===== config.mk =====
export PLATFORM = sky130hd
export DESIGN_NAME = niq_demod
export DESIGN_NICKNAME = d
export VERILOG_FILES = /design/src/rtl/niq_pkg.sv /design/src/rtl/niq_weight_rom.sv /design/src/rtl/niq_scale.sv /design/src/rtl/niq_demod.sv
export SDC_FILE = /design/constraint.sdc
export NUM_CORES = 2
export LEC_CHECK = 0
export BUFFER_PORTS_ARGS = -buffer_cell sky130_fd_sc_hd__buf_2
export CAP_MARGIN = 20
export CORE_ASPECT_RATIO = 0.5
export CORE_UTILIZATION = 50
export CTS_CLUSTER_SIZE = 40
export DETAILED_ROUTE_END_ITERATION = 6
export GPL_TIMING_DRIVEN = 0
export PLACE_DENSITY_LB_ADDON = 0.2
export SLEW_MARGIN = 20
export SYNTH_ARGS = -nofsm -noshare
export SYNTH_HDL_FRONTEND = slang
export SYNTH_SLANG_ARGS = --single-unit

===== constraint.sdc =====
create_clock -name clk -period 40 [get_ports clk]
set_input_delay 4 -clock clk [delete_from_list [all_inputs] [get_ports clk]]
set_output_delay 4 -clock clk [all_outputs]
set_load 0.1 [all_outputs]

===== src/rtl/niq_pkg.sv =====
package niq_pkg;

    localparam real TWO_PI = 6.283185307179586;

    // Rounded weight of amplitude (2^wf - 1) at position idx of an n-point
    // constellation stepping m carrier cycles per n samples.
    function automatic int niq_weight(input int n, input int m, input int idx,
                                      input int wf, input bit use_cos);
        real ang;
        real amp;
        real v;
        ang = TWO_PI * real'(m) * real'(idx) / real'(n);
        amp = real'((1 << wf) - 1);
        v   = use_cos ? $cos(ang) : $sin(ang);
        return $rtoi($floor(amp * v + 0.5));
    endfunction

endpackage


===== src/rtl/niq_weight_rom.sv =====
module niq_weight_rom #(
    parameter int N  = 10,
    parameter int M  = 3,
    parameter int WW = 16,
    localparam int IW = (N > 1) ? $clog2(N) : 1
) (
    input  logic [IW-1:0]        idx,
    output logic signed [WW-1:0] sin_w,
    output logic signed [WW-1:0] cos_w
);
    import niq_pkg::*;

    logic signed [WW-1:0] sin_tbl [N];
    logic signed [WW-1:0] cos_tbl [N];

    for (genvar g = 0; g < N; g++) begin : g_tbl
        localparam int SV = niq_weight(N, M, g, WW - 1, 1'b0);
        localparam int CV = niq_weight(N, M, g, WW - 1, 1'b1);
        assign sin_tbl[g] = WW'(SV);
        assign cos_tbl[g] = WW'(CV);
    end

    assign sin_w = sin_tbl[idx];
    assign cos_w = cos_tbl[idx];

endmodule


===== src/rtl/niq_scale.sv =====
module niq_scale #(
    parameter int N    = 10,
    parameter int SUMW = 33,
    parameter int WW   = 16,
    parameter int SH   = 16,
    parameter int OW   = 16
) (
    input  logic signed [SUMW-1:0] sum_in,
    output logic signed [OW-1:0]   res_out
);
    localparam int PW   = SUMW + SH + 3;
    localparam int SHT  = SH + WW - 1;
    localparam longint KV = ((longint'(1) << (SH + 1)) + longint'(N / 2)) / longint'(N);
    localparam logic signed [PW-1:0] KSC  = PW'(KV);
    localparam logic signed [PW-1:0] MAXP = PW'((longint'(1) << (OW - 1)) - 1);
    localparam logic signed [PW-1:0] MINP = PW'(-(longint'(1) << (OW - 1)));

    logic signed [PW-1:0] prod_w;
    logic signed [PW-1:0] shd_w;

    always_comb begin
        prod_w = PW'(sum_in) * KSC;
        shd_w  = prod_w >>> SHT;
        if (shd_w > MAXP) begin
            res_out = OW'(MAXP);
        end else if (shd_w < MINP) begin
            res_out = OW'(MINP);
        end else begin
            res_out = OW'(shd_w);
        end
    end

endmodule


===== src/rtl/niq_demod.sv =====
module niq_demod #(
    parameter int N  = 10,
    parameter int M  = 3,
    parameter int DW = 12,
    parameter int WW = 16,
    parameter int OW = 16,
    parameter int SH = 16
) (
    input  logic                 clk,
    input  logic                 rst,
    input  logic                 smp_vld,
    input  logic signed [DW-1:0] smp_data,
    output logic signed [OW-1:0] i_out,
    output logic signed [OW-1:0] q_out,
    output logic                 iq_vld
);
    localparam int IW   = (N > 1) ? $clog2(N) : 1;
    localparam int PRW  = DW + WW;
    localparam int SUMW = PRW + IW + 1;
    localparam logic [IW-1:0] LAST = IW'(N - 1);

    typedef struct packed {
        logic [IW-1:0]          idx;
        logic signed [SUMW-1:0] acc_i;
        logic signed [SUMW-1:0] acc_q;
        logic signed [OW-1:0]   i_res;
        logic signed [OW-1:0]   q_res;
        logic                   vld;
    } state_t;

    state_t st_q, st_d;

    logic signed [WW-1:0]   sin_w, cos_w;
    logic signed [PRW-1:0]  prod_i, prod_q;
    logic signed [SUMW-1:0] sum_i, sum_q;
    logic signed [OW-1:0]   scl_i, scl_q;

    niq_weight_rom #(.N(N), .M(M), .WW(WW)) u_rom (
        .idx   (st_q.idx),
        .sin_w (sin_w),
        .cos_w (cos_w)
    );

    assign prod_i = PRW'(smp_data) * PRW'(sin_w);
    assign prod_q = PRW'(smp_data) * PRW'(cos_w);
    assign sum_i  = st_q.acc_i + SUMW'(prod_i);
    assign sum_q  = st_q.acc_q + SUMW'(prod_q);

    niq_scale #(.N(N), .SUMW(SUMW), .WW(WW), .SH(SH), .OW(OW)) u_scl_i (
        .sum_in  (sum_i),
        .res_out (scl_i)
    );

    niq_scale #(.N(N), .SUMW(SUMW), .WW(WW), .SH(SH), .OW(OW)) u_scl_q (
        .sum_in  (sum_q),
        .res_out (scl_q)
    );

    always_comb begin
        st_d     = st_q;
        st_d.vld = 1'b0;
        if (smp_vld) begin
            if (st_q.idx == LAST) begin
                st_d.idx   = '0;
                st_d.acc_i = '0;
                st_d.acc_q = '0;
                st_d.i_res = scl_i;
                st_d.q_res = scl_q;
                st_d.vld   = 1'b1;
            end else begin
                st_d.idx   = st_q.idx + 1'b1;
                st_d.acc_i = sum_i;
                st_d.acc_q = sum_q;
            end
        end
    end

    always_ff @(posedge clk) begin
        if (rst) begin
            st_q <= '0;
        end else begin
            st_q <= st_d;
        end
    end

    assign i_out  = st_q.i_res;
    assign q_out  = st_q.q_res;
    assign iq_vld = st_q.vld;

    AST_IDX_RANGE: assert property (@(posedge clk) disable iff (rst)
        st_q.idx <= LAST);
    AST_IDX_HOLD: assert property (@(posedge clk) disable iff (rst)
        !smp_vld |=> $stable(st_q.idx));
    AST_VLD_PULSE: assert property (@(posedge clk) disable iff (rst)
        iq_vld |=> !iq_vld);
    AST_VLD_CAUSE: assert property (@(posedge clk) disable iff (rst)
        $rose(iq_vld) |-> $past(smp_vld));
    AST_ACC_CLEAR: assert property (@(posedge clk) disable iff (rst)
        (smp_vld && st_q.idx == LAST) |=> (st_q.acc_i == '0 && st_q.acc_q == '0));
    AST_OUT_HOLD: assert property (@(posedge clk) disable iff (rst)
        !iq_vld |=> ($stable(i_out) && $stable(q_out)) || iq_vld);

endmodule


==> out/metrics.yaml <==
outcome:
  status: "complete, but fails checks"
  violations: "design-rule violations"
worst_setup_path:
  ff2ff_setup_slack_ps: 24900
  reg2reg_to: "q_out[13]"
  max_stage_delay_ps: 880
  worstSetupPathType: "primary input to flop"
  reg2reg_depth: 48
  cp-start-kind: "primary input"
  cp-startpoint: "smp_data[4]"
  cp_num_buf_inv: 7
  path_delay_family: "adder cells"
  cp_max_fo: 10
  end_kind: "flop"
  timing.rr.start: "st_q[99]"
  critPathRequiredTime_ps: 40310
  worstPathArrival_ps: 17610
  cp_slowest_cell: "nor3_1"
  cpMostUsedCell: "fa_1"
synthesis:
  synth_area_leaders: "fa_1, ha_1, inv_1"
  synth_xor_area_frac: 0.0370
  synthArstFlopShare: 0
  synthFlopType: "dfxtp_1"
  syn-cell-area_um2: 35500
  synth_top_family_by_area: "adder cells"
  synth_warnings: 0
  synth_simple_gate_area_frac: 0.0746
  synth_fa_ha_area_frac: 0.614
  yosysTopAreaCell: "fa_1"
  synth_seq_cells: 103
  syn_area_per_cell_um2: 9.76
  yosysUniqueCellTypes: 96
  synth_seq_area_share: 0.0581
  synth-edff-count: 0
  synth_top_cell_area_share: 0.444
  synthCells: 3639
  synthesis.nets: 4913
  synthMuxAreaShare: 0.00352
  synth-compound-area-share: 0.101
clock_tree:
  path_clk_slew_ps: 70
  cts_resized: 0
  cts_setup_buffers: 0
  clk_path_buf_depth: 2
  clock_latency_ps: 380
  htree_levels: 3
  postCtsHoldBufs: 0
  cts_tree: "done"
  cts_root_buffer: "clkbuf_16"
  cts_sinks: 103
  cts_buffers: 9
detailed_routing:
  vias: 24600
  drc_errors: 1
  first_iter_violations: 1301
  dr.pass1.iters: 7
  wl_um: 83600
  wire_per_inst_um: 18.0
  postRouteAntennaNets: 0
  via_per_inst: 5.30
hold_path:
  hold_start: "i_out[3]"
  holdPathEnd: "i_out[3]"
  hold_depth: 2
  hold_class: "flop to flop"
sta:
  period_share: 0.433
  tightest_slew_ps: 1140
  hold_slack_ps: 446
  rsz0062_at_grt: "no"
  slew-limit-headroom: 0.237
  fmax_mhz: 57.8
  finalSetupTns_ps: 0
  hold_viol: 0
  period_needed_ps: 17300
  fin_skew_ps: 15.2
  setup-violations-final: 0
  final_max_slew_viol_count: 0
final_layout:
  fillers: 6457
  nets: 4968
  utilization: 0.535
  syn2layout_area_growth_pct: 4.83
  drive_gt1_frac: 0.0446
floorplanning:
  die_w_um: 379
  start_util: 0.510
  die_y_um: 190
  die_area_um2: 72100
  core_um2: 69600
  std_cell_rows: 68
  ioPinCount: 48
global_routing:
  grt_first_pass_wirelength_um: 137000
  grt.overflow.total: 0
  grt_pass1_vias: 25900
  grt_max_degree: 30
  grtUsageTotal: 0.245
  antenna_found_initial: 2
placed_design:
  dp_hpwl_um: 75300
  gp_congestion: 0.927
  portBuffers: 44
flow_run:
  maxCapViolCount: 0
-- worst max path at each step --
stage / depth (start not counted) / to
2_1_floorplan: 44 / q_out[13]
3_3_place_gp: 45 / q_out[13]
3_5_place_dp: 45 / q_out[13]
4_1_cts: 45 / q_out[13]
5_1_grt: 44 / q_out[13]
6_report: 42 / q_out[13]
-- cell usage in the layout, fill, tap and decap left out, types with 19 or more instances in the layout --
cell	count
xor2_1	63
buf_4	33
nor2_1	161
xnor2_1	79
ha_1	472
clkbuf_1	80
nor2b_1	19
nand3_1	34
and2_1	56
fa_1	786
nand2_1	190
a21o_1	68
inv_1	904
a21oi_1	146
a22oi_1	64
a211oi_1	21
buf_2	49
nor3_1	25
o21ai_0	74
dfxtp_1	103
-- cell usage after synthesis, types with 7 or more instances --
cell type	instances
a22oi_1	64
xnor2_1	79
o21ai_1	10
fa_1	787
nand2b_1	17
a21oi_1	146
nand3_1	34
maj3_1	10
or2_2	7
nor3_1	25
o21ai_0	75
dfxtp_1	103
a21o_1	68
nor2_1	161
o21a_1	10
and2_1	56
nor2b_1	19
ha_1	472
a211oi_1	21
nand4_1	17
o21bai_1	12
mux2i_1	8
nand2_1	190
and3_1	13
inv_1	904
clkbuf_1	78
o221a_2	16
xor2_1	63
buf_4	33
a31oi_1	9
-- state kept, by name, summed over array words and instances, names as in the netlist --
register,cells
i_out,16
st_q,70
iq_vld,1
q_out,16
-- metal layers --
layer,routed length [µm],up-vias,track usage
li1,-,11500,-
met5,0,-,0
met3,4570,47,0.0388
met2,39400,515,0.393
met1,38900,12600,0.360
met4,756,0,0.0304
-- through the flow --
| stage | worst slack (ps) | std cells | cell area, µm² |
|---|---|---|---|
| floorplan | 24750 | 3639 | 35500 |
| global placement | 22370 | 4628 | 36900 |
| detailed placement | 22320 | 4628 | 36900 |
| CTS | 22660 | 4644 | 37200 |
| global route | 21960 | 4645 | 37200 |
| finish | 22700 | 4647 | 37200 |
-- cell families after synthesis --
group           after synthesis
fa+ha+maj                  1272
buf+inv                    1026
simple gates                566
compound gates              515
xor+xnor                    145
flops                       103
mux                          12
-- area by class of cell --
type | instances | area, µm² | share of cell area
Multi-Input combinational cell | 2510 | 29500 | 0.791
Inverter | 905 | 3400 | 0.0913
Sequential cell | 103 | 2060 | 0.0554
Tap cell | 945 | 1180 | 0.0318
Clock buffer | 12 | 246 | 0.00662
Antenna cell | 3 | 7.51 | 0.000202
Clock inverter | 4 | 55.1 | 0.00148
Buffer | 121 | 592 | 0.0159
Timing Repair Buffer | 44 | 220 | 0.00592
-- tightest hold or removal path, cell delays in order (launching register included) --
cell	delay [ps]
dfxtp_1	310
nand2_1	50
o21ai_1	50
Power is left out: the tool's default activity adds up to more than one toggle a clock period on the data nets, which glitch-free logic cannot reach.
